[config.mk]
export PLATFORM = sky130hd
export DESIGN_NAME = sr_guard
export DESIGN_NICKNAME = d
export VERILOG_FILES = /design/src/rtl/sr_guard_pkg.sv /design/src/rtl/sr_guard_zone.sv /design/src/rtl/sr_guard_nv.sv /design/src/rtl/sr_guard_ctl.sv /design/src/rtl/sr_guard.sv
export SDC_FILE = /design/constraint.sdc
export NUM_CORES = 1
export LEC_CHECK = 0
export ABC_AREA = 1
export BUFFER_PORTS_ARGS = -buffer_cell sky130_fd_sc_hd__buf_2
export CELL_PAD_IN_SITES_DETAIL_PLACEMENT = 1
export CELL_PAD_IN_SITES_GLOBAL_PLACEMENT = 1
export CORE_UTILIZATION = 24
export DETAILED_ROUTE_END_ITERATION = 8
export PLACE_DENSITY_LB_ADDON = 0.1
export SETUP_SLACK_MARGIN = 0.1
export SLEW_MARGIN = 40
export SYNTH_ARGS = -nofsm -noshare
export SYNTH_HDL_FRONTEND = slang
export SYNTH_SLANG_ARGS = --single-unit
[constraint.sdc]
create_clock -name clk -period 2.88 [get_ports clk]
set_input_delay 0 -clock clk [delete_from_list [all_inputs] [get_ports clk]]
set_output_delay 0 -clock clk [all_outputs]
set_load 0.02 [all_outputs]
[src/rtl/sr_guard_pkg.sv]
package sr_guard_pkg;
  typedef enum logic [1:0] {
    LOCK_NONE = 2'd0,
    LOCK_QTR  = 2'd1,
    LOCK_HALF = 2'd2,
    LOCK_ALL  = 2'd3
  } lock_e;

  localparam int BIT_WIP  = 0;
  localparam int BIT_WEL  = 1;
  localparam int BIT_LKLO = 2;
  localparam int BIT_PEN  = 7;

  localparam int N_TGT   = 2;
  localparam int TGT_SR  = 0;
  localparam int TGT_AR  = 1;
endpackage

[src/rtl/sr_guard_zone.sv]
module sr_guard_zone
  import sr_guard_pkg::*;
#(
  parameter int AW = 16
) (
  input  lock_e         lock,
  input  logic [AW-1:0] addr,
  output logic          hit
);
  localparam int TOP = AW - 1;

  always_comb begin
    unique case (lock)
      LOCK_NONE: hit = 1'b0;
      LOCK_QTR:  hit = addr[TOP] & addr[TOP-1];
      LOCK_HALF: hit = addr[TOP];
      default:   hit = 1'b1;
    endcase
  end
endmodule

[src/rtl/sr_guard_nv.sv]
module sr_guard_nv
  import sr_guard_pkg::*;
(
  input  logic  clk,
  input  logic  por_n,
  input  logic  load,
  input  logic  pen_in,
  input  lock_e lock_in,
  output logic  pen,
  output lock_e lock
);
  always_ff @(posedge clk or negedge por_n) begin
    if (!por_n) begin
      pen  <= 1'b0;
      lock <= LOCK_NONE;
    end else if (load) begin
      pen  <= pen_in;
      lock <= lock_in;
    end
  end
endmodule

[src/rtl/sr_guard_ctl.sv]
module sr_guard_ctl
  import sr_guard_pkg::*;
(
  input  logic             clk,
  input  logic             por_n,
  input  logic             soft_rst,
  input  logic             cmd_wren,
  input  logic             wren_clean,
  input  logic             wr_done,
  input  logic [N_TGT-1:0] req,
  input  logic [N_TGT-1:0] ok,
  output logic             wel,
  output logic             wip,
  output logic [N_TGT-1:0] allow,
  output logic [N_TGT-1:0] deny,
  output logic [N_TGT-1:0] go
);
  logic [N_TGT-1:0] blocked;
  logic             eligible;

  assign eligible = wel & ~wip & ~soft_rst;

  for (genvar t = 0; t < N_TGT; t++) begin : g_tgt
    assign go[t]      = req[t] & eligible & ok[t];
    assign blocked[t] = req[t] & eligible & ~ok[t];

    always_ff @(posedge clk or negedge por_n) begin
      if (!por_n) begin
        allow[t] <= 1'b0;
        deny[t]  <= 1'b0;
      end else if (soft_rst) begin
        allow[t] <= 1'b0;
        deny[t]  <= 1'b0;
      end else begin
        allow[t] <= go[t];
        deny[t]  <= req[t] & ~go[t];
      end
    end
  end

  always_ff @(posedge clk or negedge por_n) begin
    if (!por_n) begin
      wel <= 1'b0;
      wip <= 1'b0;
    end else if (soft_rst) begin
      wel <= 1'b0;
      wip <= 1'b0;
    end else if (wr_done) begin
      wel <= 1'b0;
      wip <= 1'b0;
    end else begin
      if (cmd_wren && wren_clean) wel <= 1'b1;
      else if (|blocked)          wel <= 1'b0;
      if (|go)                    wip <= 1'b1;
    end
  end
endmodule

[src/rtl/sr_guard.sv]
module sr_guard
  import sr_guard_pkg::*;
#(
  parameter int AW = 16
) (
  input  logic          clk,
  input  logic          por_n,
  input  logic          soft_rst,
  input  logic          wp_pin,
  input  logic          cmd_wren,
  input  logic          wren_clean,
  input  logic          cmd_wrsr,
  input  logic [7:0]    wrsr_data,
  input  logic          cmd_wrar,
  input  logic [AW-1:0] wrar_addr,
  input  logic          wr_done,
  output logic [7:0]    status_out,
  output logic          sr_allow,
  output logic          sr_deny,
  output logic          ar_allow,
  output logic          ar_deny
);
  logic             pen;
  lock_e            lock;
  logic             wel;
  logic             wip;
  logic             zone_hit;
  logic [N_TGT-1:0] req;
  logic [N_TGT-1:0] ok;
  logic [N_TGT-1:0] allow;
  logic [N_TGT-1:0] deny;
  logic [N_TGT-1:0] go;

  assign req[TGT_SR] = cmd_wrsr;
  assign req[TGT_AR] = cmd_wrar;
  assign ok[TGT_SR]  = ~(pen & ~wp_pin);
  assign ok[TGT_AR]  = ~zone_hit;

  sr_guard_zone #(.AW(AW)) u_zone (
    .lock (lock),
    .addr (wrar_addr),
    .hit  (zone_hit)
  );

  sr_guard_nv u_nv (
    .clk     (clk),
    .por_n   (por_n),
    .load    (go[TGT_SR]),
    .pen_in  (wrsr_data[BIT_PEN]),
    .lock_in (lock_e'(wrsr_data[BIT_LKLO+1:BIT_LKLO])),
    .pen     (pen),
    .lock    (lock)
  );

  sr_guard_ctl u_ctl (
    .clk        (clk),
    .por_n      (por_n),
    .soft_rst   (soft_rst),
    .cmd_wren   (cmd_wren),
    .wren_clean (wren_clean),
    .wr_done    (wr_done),
    .req        (req),
    .ok         (ok),
    .wel        (wel),
    .wip        (wip),
    .allow      (allow),
    .deny       (deny),
    .go         (go)
  );

  always_comb begin
    status_out                        = '0;
    status_out[BIT_WIP]               = wip;
    status_out[BIT_WEL]               = wel;
    status_out[BIT_LKLO+1:BIT_LKLO]   = lock;
    status_out[BIT_PEN]               = pen;
  end

  assign sr_allow = allow[TGT_SR];
  assign sr_deny  = deny[TGT_SR];
  assign ar_allow = allow[TGT_AR];
  assign ar_deny  = deny[TGT_AR];
endmodule

======== Word level (Yosys, flattened, before mapping) ========
Index checks and enable logic that the tools add are counted.
cells by class
  equality and inequality tests ........... 2
  add/subtract/negate cells ............... 0
  divide/modulo/power cells ............... 0
  muxes and demuxes ....................... 12
  $lt $le $gt $ge ......................... 0
  shift operators ......................... 0
  reductions and logical operators ........ 6
  multiply operators ...................... 0
  bitwise operators ....................... 19
operators by type and width
  cell                                            number
  AND 1 bit                                       12
  two-way mux 1 bit                               11
  NOT 1 bit                                       7
  nonzero test 4 bit                              1
  OR reduction 2 bit                              2
  one-hot mux 1 bit (3 select lines)              1
  nonzero test 3 bit                              1
  == test 2 x 1 -> 1 bit (second input constant)  1
  == test 2 bit (second input constant)           1
  zero test 2 bit                                 1
  logical AND 1 bit                               1
word-level totals
  register bits ........................... 9
  input bits .............................. 33
  bits in read-only memories .............. 0
  RAM bits ................................ 0
  output and inout bits ................... 12
  logic and storage cells ................. 47
  bits in latches ......................... 0
  memories ................................ 0

======== Logic depth before layout (Yosys ltp) ========
Gate-level depths: netlist of run 1.
  depth in word-level cells ............... 10
  mapped depth ............................ 7
  gate-level depth less buffers ........... 7

======== By module ========
A second synthesis of run 1 with hierarchy kept.
second synthesis, totals
  cells, all modules ...................... 58
  area total of the unflattened synthesis .. 471.7 um^2
by module, submodules not included
  module         area each (um^2)  instances  cells an instance  sequential area each (um^2)
  sr_guard_ctl   285.3             1          32                 150.1
  sr_guard_nv    112.6             1          13                 75.1
  sr_guard       60.1              1          10                 0.0
  sr_guard_zone  13.8              1          3                  0.0

======== Worst setup path after synthesis of run 1 ========
No wires, ideal clock.
  kind .................................... reg2reg
  start point ............................. reg u_nv.lock[0]
  end point ............................... reg u_ctl.wip
  buffers on the path ..................... 0
  slack ................................... 1.857 ns
  library setup time ...................... 0.071 ns
  cell stages (with the launch flop) ...... 6
  arrival time ............................ 0.952 ns
  required time ........................... 2.809 ns
  clock period less this slack ............ 1.023 ns
  cells stage by stage .................... dfrtp_1 > o21ai_1 > nand2_1 > nor3_4 > nor2_1 > nor2_1
between the ends
  cells in the longest elaborated chain, start to end .. 6
  elaborated cells on any way between the ends .. 8
  classes of those cells .................. 2 x eq/ne; 1 x mux; 2 x bitwise; 3 x reduce/logical
ends and longest elaborated chain
  item                                         line                 RTL
  start: declaration                           sr_guard_nv.sv:10    output lock_e lock
  start signal: assignment                     sr_guard_nv.sv:18    lock <= lock_in;
  == test 2 bit, or another cell as far along  sr_guard_zone.sv:13  unique case (lock)
  one-hot mux 1 bit (3 select lines) (*)       sr_guard_zone.sv:13
  NOT 1 bit (*)                                sr_guard.sv:37       assign ok[TGT_AR] = ~zone_hit;
  AND 1 bit (*)                                sr_guard_ctl.sv:24   assign go[t] = req[t] & eligible & ok[t];
  OR reduction 2 bit (*)                       sr_guard_ctl.sv:54   if (|go) wip <= 1'b1;
  nonzero test 3 bit (no source line) (*)      -
  end signal: assignment                       sr_guard_ctl.sv:44   wip <= 1'b0;
  end signal: assignment                       sr_guard_ctl.sv:50   wip <= 1'b0;
  end signal: assignment                       sr_guard_ctl.sv:54
  end: declaration                             sr_guard_ctl.sv:13   output logic wip,
Mark *: on every way between the ends. The rest lies on a longest branch, timed or not.
A chain may end at the register's enable or synchronous reset.

======== Worst setup path in the final report of run 1 ========
  start point ............................. in wren_clean
  end point ............................... reg u_ctl.wel
between the ends
  cells in the longest elaborated chain, start to end .. 4
  elaborated cells on any way between the ends .. 5
  classes of those cells .................. 3 x mux; 2 x reduce/logical
ends and longest elaborated chain
  item                    line                RTL
  start: declaration      sr_guard.sv:11      input logic wren_clean,
  logical AND 1 bit (*)   sr_guard_ctl.sv:52  if (cmd_wren && wren_clean) wel <= 1'b1;
  two-way mux 1 bit       sr_guard_ctl.sv:52
  two-way mux 1 bit       sr_guard_ctl.sv:48  end else if (wr_done) begin
  two-way mux 1 bit       sr_guard_ctl.sv:45  end else if (soft_rst) begin
  end signal: assignment  sr_guard_ctl.sv:46  wel <= 1'b0;
  end signal: assignment  sr_guard_ctl.sv:49  wel <= 1'b0;
  end signal: assignment  sr_guard_ctl.sv:52
  end: declaration        sr_guard_ctl.sv:12  output logic wel,
Marked as above.

==> results by group, run 1 <==
Worst hold path
  • Hold Crit Class: primary input to flop

Global route
  • Initial antenna violation count: 0
  • Number of global-route vias before repair: 401
  • GRT Util Overall: 11.2%
  • Gr ovfl total: 0
  • Pin count of the biggest net entering global routing: 10
  • First-pass GRT wire length: 1580 um

Timing
  • Setup_tns: 0 ns
  • Clock skew: 0.00174 ns
  • Setup Viol. Count Final: 0
  • Hold_ws: 0.0145 ns
  • Fin. max-slew vios: 0
  • Max Freq: 583 MHz
  • Crit share post-route: 59.5%
  • Final Hold Fails: 0
  • RSZ-0062 raised after global routing: false
  • Fin crit period: 1.71 ns

Floorplanning
  • Core ar.: 0.00176 sq mm
  • Io pins: 45
  • Die area: 0.00210 sq mm
  • Die width: 45.8 um
  • Die height: 45.8 um
  • Initial Util: 26.1%
  • Cell row count: 15

Setup path
  • Critical Path Sink Type: flop
  • CP top delay family: buffers and inverters
  • Crit path launch type: primary input
  • Buf/Inv on CP: 4
  • CP cell instances: dlygate4sd3_1 -> buf_2 -> nand2_1 -> dlygate4sd3_1 -> a21oi_1 -> dlygate4sd3_1
  • Worst EP required: 3.02 ns
  • Critical path type: primary input to flop
  • Worst Path Max Fanout: 1
  • Crit path DAT: 1.86 ns
  • CP max stage delay: 0.56 ns
  • Crit-path most repeated cell: dlygate4sd3_1
  • Slowest CP cell: dlygate4sd3_1

Detailed routing
  • 1st-pass router iterations: 2
  • Detail Route Antenna Nets: 0
  • WL/cell: 9.44 um
  • DR iter-0 viols: 2
  • Routed WL: 1020 um
  • Via count: 422
  • Avg Vias per Cell: 3.91
  • DRC: 0

Finish
  • Final instance area: 691 sq um
  • Area of the multi-input gates: 175 sq um
  • Fillers: 239
  • P&R area growth vs syn: 50.0%
  • Layout cells sized above 1: 41.0%
  • Antenna cells: 0
  • Register Area: 225 sq um
  • # nets final: 117

Yosys
  • Mux cell area share after synthesis: 0%
  • Top cells by count, synth: nand2_1 (11), dfrtp_1 (9), buf_4 (6), inv_1 (4), nor2_1 (4)
  • Simple-gate share of the synthesized area: 32.3%
  • Post-Synth Adder-Cell Area: 0%
  • Synth Area in Compound Gates: 3.26%
  • Most used DFF post-synth: dfrtp_1
  • Top cells by area, synth: dfrtp_1 (49%), buf_4 (9.8%), nand2_1 (9.0%), nand3b_4 (4.3%), nor3_4 (3.5%)
  • Asr flop ratio synth: 100%
  • Number of synthesized register bits: 9
  • Main combinational cell family by area after synthesis: simple AND/OR/NAND/NOR gates
  • Cell variety after synth: 17
  • Most frequent cell after synthesis: nand2_1
  • EDFF count, synth: 0
  • Sequential share of the synthesized area: 48.9%
  • Syn Area/Cell: 9.03 sq um
  • Post-synth top area share: 48.9%
  • Mapped Area: 460 sq um
  • Synth Area in XOR/XNOR: 0%
  • Post-Synthesis Cells: 51
  • Most area-hungry cell type in the Yosys netlist: dfrtp_1
  • Yosys warns: 0

Power
  • Combinational group share of total power: 25.0%
  • LEAKAGE: 0.408 nW
  • Switching power: 97.6 uW
  • PD cells: 468 mW/mm^2
  • Share of power burned in registers: 44.7%
  • Clock power frac: 30.3%
  • Switching part of the total: 30.2%
  • VDD IR max: 0.000141 V
  • P_int: 226 uW

Clocking
  • Clock transition at path regs: 0.06 ns
  • Root buf cell: clkbuf_4
  • Max clock buf depth: 2
  • Setup Buffers After CTS: 0
  • CTS resizes: 0
  • Clock sink count: 9
  • CTS tree: done
  • H-tree depth: 1
  • Worst-Skew Late Latency: 0.26 ns
  • Num CTS Buffers: 3

Run
  • Max Cap Violations: 0

Place
  • Cell Area, Placed: 564 sq um
  • Routability Congestion: 0.657
  • Detail Placement HPWL: 718 um
  • I/O Buffers: 22

Status
  • Status: finished, final reports clean
state kept, by name (all words and copies together), names as in the netlist:
name         count
u_ctl.deny       2
u_nv.pen         1
u_ctl.wip        1
u_ctl.allow      2
u_ctl.wel        1
u_nv.lock        2
power by group through the flow:
stage	logic, mW	registers (mW)	clock network [mW]
2_1_floorplan	0.0442	0.156	0
3_3_place_gp	0.0706	0.147	0
3_5_place_dp	0.0715	0.147	0
4_1_cts	0.0817	0.145	0.103
5_1_grt	0.0881	0.147	0.110
6_report	0.0808	0.145	0.0978
routing by layer:
metal  share of wire [%]  track usage [%]  up-vias
met2                  55             18.9       18
met3                 5.4             1.19        2
met4                0.69             8.82        0
met5                   0                0        -
met1                  39             12.8      187
li1                    -                -      215
tightest hold or removal path, delay by kind of cell:
family	cells	cell delay [ns]
buffers and inverters	1	0.11
and+or+nand+nor	2	0.13
logic make-up (layout without fill, tap and decap cells):
kind of cell | count (synthesis) | in the layout
and+or+nand+nor | 26 | 26
DFF | 9 | 9
AOI/OAI and AO/OA | 3 | 3
buffers and inverters | 12 | 42
other | 1 | 3
cell usage in the layout (no fill, tap or decap):
master	count
a21oi_1	1
buf_2	22
clkbuf_1	1
clkbuf_4	3
conb_1	3
dfrtp_1	9
dlygate4sd3_1	10
inv_1	4
inv_2	2
nand2_1	11
nand2_2	1
nand2_4	1
nand3_1	3
nand3b_4	1
nor2_1	4
nor2_2	2
nor3_1	1
nor3_4	1
o21ai_1	2
or2_2	1
final timing paths:
check / slack [ns] / depth (start not counted) / end / startpoint
worst max-delay path: 1.17 / 6 / u_ctl.wel / wren_clean
worst max register to register: 1.33 / 6 / u_ctl.wel / u_nv.lock[0]
worst min register to register: 0.50 / 2 / u_nv.lock[1] / u_nv.lock[1]
max in group asynchronous: 2.57 / 2 / u_nv.pen / por_n
min in group asynchronous: 0.13 / 2 / u_nv.lock[0] / por_n
worst min-delay path: 0.01 / 3 / u_ctl.deny[1] / cmd_wrar
final cells by class:
type,instances,share of cell area [%]
Clock buffer,4,3.80
Inverter,6,3.26
Multi-Input combinational cell,32,25.4
Sequential cell,9,32.6
Tap cell,25,4.53
Timing Repair Buffer,32,30.4
through the flow:
| stage | util (%) | total power [mW] | setup slack (ns) | std cells |
|---|---|---|---|---|
| after global placement | 32.0 | 0.218 | 1.87 | 94 |
| after global routing | 39.1 | 0.344 | 1.05 | 108 |
| after CTS | 39.1 | 0.329 | 1.21 | 108 |
| final | 39.1 | 0.323 | 1.17 | 108 |
| after detailed placement | 32.0 | 0.219 | 1.86 | 94 |
| after floorplan | - | 0.200 | 1.86 | 53 |
repair_timing:
action / 4_1_cts / 5_1_grt
endpoints found under the setup margin: 0 / 0
hold buffers: 10 / 0
hold endpoints to repair: 15 / 0
(Power assumes the default switching activity.)
==> run 2, diff against run 1 <==
- CORE_ASPECT_RATIO: default -> 1.5
- CORE_UTILIZATION: 24 -> 22
- clock period: 2.88 -> 1.7 ns (I/O delays scaled with it)
==> run 2 against run 1 <==
  * Cell count fell by 5.6%
  * First-iteration DRC count fell by 50%
  * Power rose by 70%
  * Flip-flop and latch count did not move
  * Clock skew rose by 0.0050 ns
==> results by group, run 2 (synthesized netlist as in run 1, its figures left out) <==
Status
  • Status: finished, final reports clean

Finish
  • # nets final: 115 (-1.7%)
  • Fillers: 246 (+2.9%)
  • Leading cell type in the layout, fill and taps excluded: buf_2
  • Most frequent cells in the layout: buf_2 (22), nand2_1 (11), dfrtp_1 (9), dlygate4sd3_1 (8)
  • Layout cells sized above 1: 42.0% (+1.0 points)
  • Area of the multi-input gates: 175 sq um (unchanged)
  • Largest registers: u_ctl.allow: 2 flops, u_ctl.deny: 2 flops, u_nv.lock: 2 flops
  • Register Area: 225 sq um (unchanged)
  • P&R area growth vs syn: 44.6%
  • Antenna cells: 0 (unchanged)

Timing
  • RSZ-0062 raised after global routing: false
  • Clock skew: 0.00671 ns (+0.00497 ns)
  • Setup Viol. Count Final: 0 (unchanged)
  • Crit share post-route: 67.5%
  • Max Freq: 872 MHz
  • Fin. max-slew vios: 0 (unchanged)
  • Final Hold Fails: 0 (unchanged)
  • Setup_tns: 0 ns (unchanged)
  • Fin crit period: 1.15 ns

Clocking
  • CTS tree: done
  • Num CTS Buffers: 3 (unchanged)
  • H-tree depth: 1 (unchanged)
  • Root buf cell: clkbuf_4
  • Max clock buf depth: 2 (unchanged)
  • Clock transition at path regs: 0.07 ns (about the same)
  • Worst-Skew Late Latency: 0.26 ns (about the same)
  • Clock sink count: 9 (unchanged)

Detailed routing
  • DRC: 0 (unchanged)
  • WL/cell: 9.89 um (+4.7%)
  • Detail Route Antenna Nets: 0 (unchanged)
  • DR iter-0 viols: 1 (-1)
  • Avg Vias per Cell: 3.90 (-0.14%)
  • Routed WL: 1010 um (-1.1%)
  • 1st-pass router iterations: 2 (unchanged)
  • Via count: 398 (-5.7%)

Global route
  • Initial antenna violation count: 0 (unchanged)
  • GRT Util Overall: 11.8% (+0.53 points)
  • Gr ovfl total: 0 (unchanged)
  • Number of global-route vias before repair: 444 (+11%)
  • Pin count of the biggest net entering global routing: 10 (unchanged)
  • First-pass GRT wire length: 1880 um (+19%)

Run
  • Max Cap Violations: 0 (unchanged)

Setup path
  • Worst EP required: 1.88 ns (-1.14 ns)
  • Crit path launch type: primary input
  • Critical Path Sink Type: flop
  • Reg-to-reg setup timing slack: 0.67 ns (-0.66 ns)
  • Critical path type: primary input to flop
  • FF-to-FF Start: u_ctl.wip
  • Worst Path Max Fanout: 1 (unchanged)
  • Depth of the most critical reg-to-reg path: 7 (+1)
  • Worst flop-to-flop path endpoint: u_nv.pen
  • Crit path DAT: 1.33 ns (-0.53 ns)

Place
  • I/O Buffers: 22 (unchanged)
  • Routability Congestion: 0.608 (-7.5%)
  • Detail Placement HPWL: 802 um (+12%)

Power
  • PD cells: 825 mW/mm^2 (+76%)
  • VDD IR max: 0.000362 V (+160%)
  • Total power: 549 uW (+70%)
  • LEAKAGE: 0.396 nW (-3.0%)

Worst hold path
  • Worst hold endpoint: u_ctl.deny[1]
  • Hold Startpoint: cmd_wrar
  • Hold depth: 3 (unchanged)
  • Hold Crit Class: primary input to flop

Floorplanning
  • Die area: 0.00228 sq mm (+8.9%)
  • Io pins: 45 (unchanged)
  • Initial Util: 24.2% (-1.9 points)
  • Die height: 58.0 um (+27%)
  • Die width: 39.4 um (-14%)
  • Cell row count: 19 (+4)
  • Core ar.: 0.00190 sq mm (+7.8%)
==> run 2: cell types whose count changed in the layout (fill, tap and decap cells not counted) <==
cell	before	now
dlygate4sd3_1	10	8
==> run 2: where the power goes <==
group          total [mW]  switching [mW]  internal [mW]
combinational       0.134          0.0782         0.0555
clock               0.170          0.0799         0.0905
sequential          0.245          0.0117          0.234
total               0.549           0.170          0.380
==> run 2: critical path, cell delays in order <==
cell and delay (ns):
dlygate4sd3_1 0.52, buf_2 0.09, nand2_1 0.03, dlygate4sd3_1 0.55
a21oi_1 0.14
==> run 2: worst max-delay path by stage <==
stage	startpoint	cells after the start	slack, ns	endpoint
floorplan	u_nv.lock[0]	5	0.68	u_ctl.wip
global placement	u_ctl.wip	7	0.67	u_nv.pen
detailed placement	u_ctl.wip	7	0.65	u_nv.pen
CTS	wren_clean	5	0.56	u_ctl.wel
global route	wren_clean	5	0.50	u_ctl.wel
finish	wren_clean	5	0.55	u_ctl.wel
==> run 2: metal layers <==
metal	wire length (um)	track usage (%)	share of wire, %
met4	12	7.39	1.2
met5	0	0	0
met1	419	14.5	42
met2	531	18.1	53
met3	46	2.30	4.6
==> run 2: final cells by class <==
type                       count  share of cell area (%)
multi-input combinational     32                    26.3
timing repair buffer          30                    28.6
sequential                     9                    33.8
inverter                       6                    3.38
tap                           21                    3.95
clock buffer                   4                    3.95
==> run 2: repair_timing <==
item                                   CTS  global route
gates resized for setup                  0             0
endpoints found under the hold margin   15             0
hold buffers                             8             0
buffers inserted                         0             0
==> run 2: metrics by stage <==
step | setup slack, ns | util (%) | hold WS [ns] | instances | cell area (sq um)
2_1_floorplan | 0.677 | - | -0.296 | 53 | 468
3_3_place_gp | 0.673 | 29.4 | -0.127 | 90 | 559
3_5_place_dp | 0.653 | 29.4 | -0.132 | 90 | 559
4_1_cts | 0.562 | 35.0 | 0.00229 | 102 | 666
5_1_grt | 0.504 | 35.0 | 0.0199 | 102 | 666
6_report | 0.553 | 35.0 | 0.00850 | 102 | 666
==> run 3, diff against run 2 <==
- clock period: 1.7 -> 1.2 ns (I/O delays scaled with it)
==> run 3 against run 2 <==
  * Core utilization grew 0.53 points
  * Clock skew fell by 0.0018 ns
  * Sequential share of layout area fell by 0.50 points
  * Critical endpoint is now u_ctl.wip
  * Largest cell class unchanged
  * Largest power group unchanged
  * Highest routed layer unchanged
==> results by group, run 3 (synthesized netlist as in run 1, its figures left out) <==
Detailed routing
  • DR iter-0 viols: 1 (unchanged)
  • DRC: 0 (unchanged)
  • Via count: 403 (+1.3%)
  • 1st-pass router iterations: 2 (unchanged)
  • WL/cell: 9.87 um (-0.19%)
  • Routed WL: 1020 um (+0.79%)
  • Detail Route Antenna Nets: 0 (unchanged)
  • Avg Vias per Cell: 3.91 (+0.27%)

Timing
  • Crit share post-route: 84.6%
  • Max Freq: 985 MHz
  • Clock skew: 0.00490 ns (-0.00181 ns)
  • Setup Viol. Count Final: 0 (unchanged)
  • RSZ-0062 raised after global routing: true
  • Setup_tns: 0 ns (unchanged)
  • Fin crit period: 1.02 ns
  • Fin. max-slew vios: 0 (unchanged)
  • Final Hold Fails: 0 (unchanged)

Setup path
  • Slowest CP cell: dfrtp_1
  • Worst EP required: 1.39 ns (-0.49 ns)
  • Crit-path most repeated cell: nor2_1
  • Worst Path Max Fanout: 4 (+3)
  • CP cell instances: o21ai_1 -> nand2_1 -> nor3_4 -> nor2_1 -> nor2_1
  • CP max stage delay: 0.41 ns (-0.14 ns)
  • Critical Path Sink Type: flop
  • Crit path DAT: 1.21 ns (-0.12 ns)
  • Crit path launch type: flop
  • Critical path type: flop to flop

Global route
  • Met3 Track Usage GR: 2.30% (unchanged)
  • First-pass GRT wire length: 1870 um (-0.74%)
  • Gr ovfl total: 0 (unchanged)
  • Number of global-route vias before repair: 448 (+0.90%)
  • GRT Util Overall: 11.7% (-0.075 points)
  • GR Util met2: 18.1% (unchanged)
  • Pin count of the biggest net entering global routing: 10 (unchanged)
  • Met1 Track Usage GR: 14.2% (-0.24 points)
  • Busiest grt layer: met2
  • Initial antenna violation count: 0 (unchanged)

Floorplanning
  • Core ar.: 0.00190 sq mm (unchanged)
  • Io pins: 45 (unchanged)
  • Die area: 0.00228 sq mm (unchanged)
  • Die width: 39.4 um (unchanged)
  • Cell row count: 19 (unchanged)
  • Die height: 58.0 um (unchanged)
  • Initial Util: 24.2% (unchanged)

Finish
  • Final core utilization: 35.5% (+0.53 points)
  • Leading cell type in the layout, fill and taps excluded: buf_2
  • Layout cells sized above 1: 42.7% (+0.71 points)
  • P&R area growth vs syn: 46.7%
  • # nets final: 116 (+0.87%)
  • Non-Filler Instances: 103 (+0.98%)
  • Antenna cells: 0 (unchanged)
  • Most frequent cells in the layout: buf_2 (22), nand2_1 (11), dfrtp_1 (9), dlygate4sd3_1 (8)
  • Final instance area: 676 sq um (+1.5%)
  • Largest registers: u_ctl.allow: 2 flops, u_ctl.deny: 2 flops, u_nv.lock: 2 flops

Place
  • I/O Buffers: 22 (unchanged)
  • Dpl cells: 90 (unchanged)
  • Routability Congestion: 0.608 (unchanged)
  • Detail Placement HPWL: 802 um (unchanged)
  • Cell Area, Placed: 559 sq um (unchanged)

Clocking
  • Root buf cell: clkbuf_4
  • Num CTS Buffers: 3 (unchanged)
  • H-tree depth: 1 (unchanged)
  • Worst-Skew Late Latency: 0.26 ns (about the same)
  • CTS tree: done
  • Clock sink count: 9 (unchanged)
  • Max clock buf depth: 2 (unchanged)
  • Clock transition at path regs: 0.07 ns (about the same)

Run
  • Max Cap Violations: 0 (unchanged)

Status
  • Status: finished, final reports clean

Worst hold path
  • Hold Crit Class: primary input to flop

Power
  • VDD IR max: 0.000508 V (+40%)
  • Total power: 777 uW (+41%)
  • LEAKAGE: 0.402 nW (+1.6%)
  • PD cells: 1150 mW/mm^2 (+39%)
==> run 3: worst paths after layout <==
path | startpoint | endpoint | slack (ns) | depth (start not counted)
worst max-delay path | u_nv.lock[0] | u_ctl.wip | 0.18 | 5
worst min-delay path | cmd_wrsr | u_ctl.deny[0] | 0.009 | 3
worst max register to register | u_nv.lock[0] | u_ctl.wip | 0.18 | 5
worst min register to register | u_nv.lock[1] | u_nv.lock[1] | 0.50 | 2
max in group asynchronous | por_n | u_ctl.wip | 0.90 | 2
min in group asynchronous | por_n | u_ctl.allow[1] | 0.12 | 2
==> run 3: repair_timing <==
action                     in CTS  in global routing
buffers inserted                0                  1
hold endpoints to repair       15                  0
gates resized for setup         0                  1
setup endpoints to repair       0                  5
hold buffers                    8                  0
==> run 3: area by class of cell <==
| type | count | area (sq um) |
|---|---|---|
| fillers | 246 | 1230 |
| repair buffers | 31 | 198 |
| well taps | 21 | 26.3 |
| flip-flops and latches | 9 | 225 |
| multi-input cells | 32 | 175 |
| clock buffers | 4 | 26.3 |
| inverters | 6 | 25.0 |
==> run 3: report_power, final <==
group	leakage, nW	internal (mW)	switching, mW
clock network	0.0150	0.128	0.112
logic	0.269	0.0790	0.111
registers	0.119	0.331	0.0165
total	0.402	0.538	0.239
==> run 3: through the flow <==
| step | hold slack, ns | setup slack (ns) |
|---|---|---|
| 5_1_grt | 0.0199 | 0.0290 |
| 4_1_cts | 0.00229 | 0.137 |
| 2_1_floorplan | -0.296 | 0.177 |
| 3_3_place_gp | -0.127 | 0.173 |
| 6_report | 0.00933 | 0.185 |
| 3_5_place_dp | -0.132 | 0.153 |
==> run 3: worst max-delay path: cells and delay by family, from the launching register on <==
kind	cells	cell delay, ns
DFF	1	0.41
and+or+nand+nor	4	0.40
AOI/OAI and AO/OA	1	0.14
==> run 3: metal layers <==
metal  vias up  wire, um
li1        208         -
met1       181       414
met2        12       543
met3         2        46
met4         0        12
met5         -         0
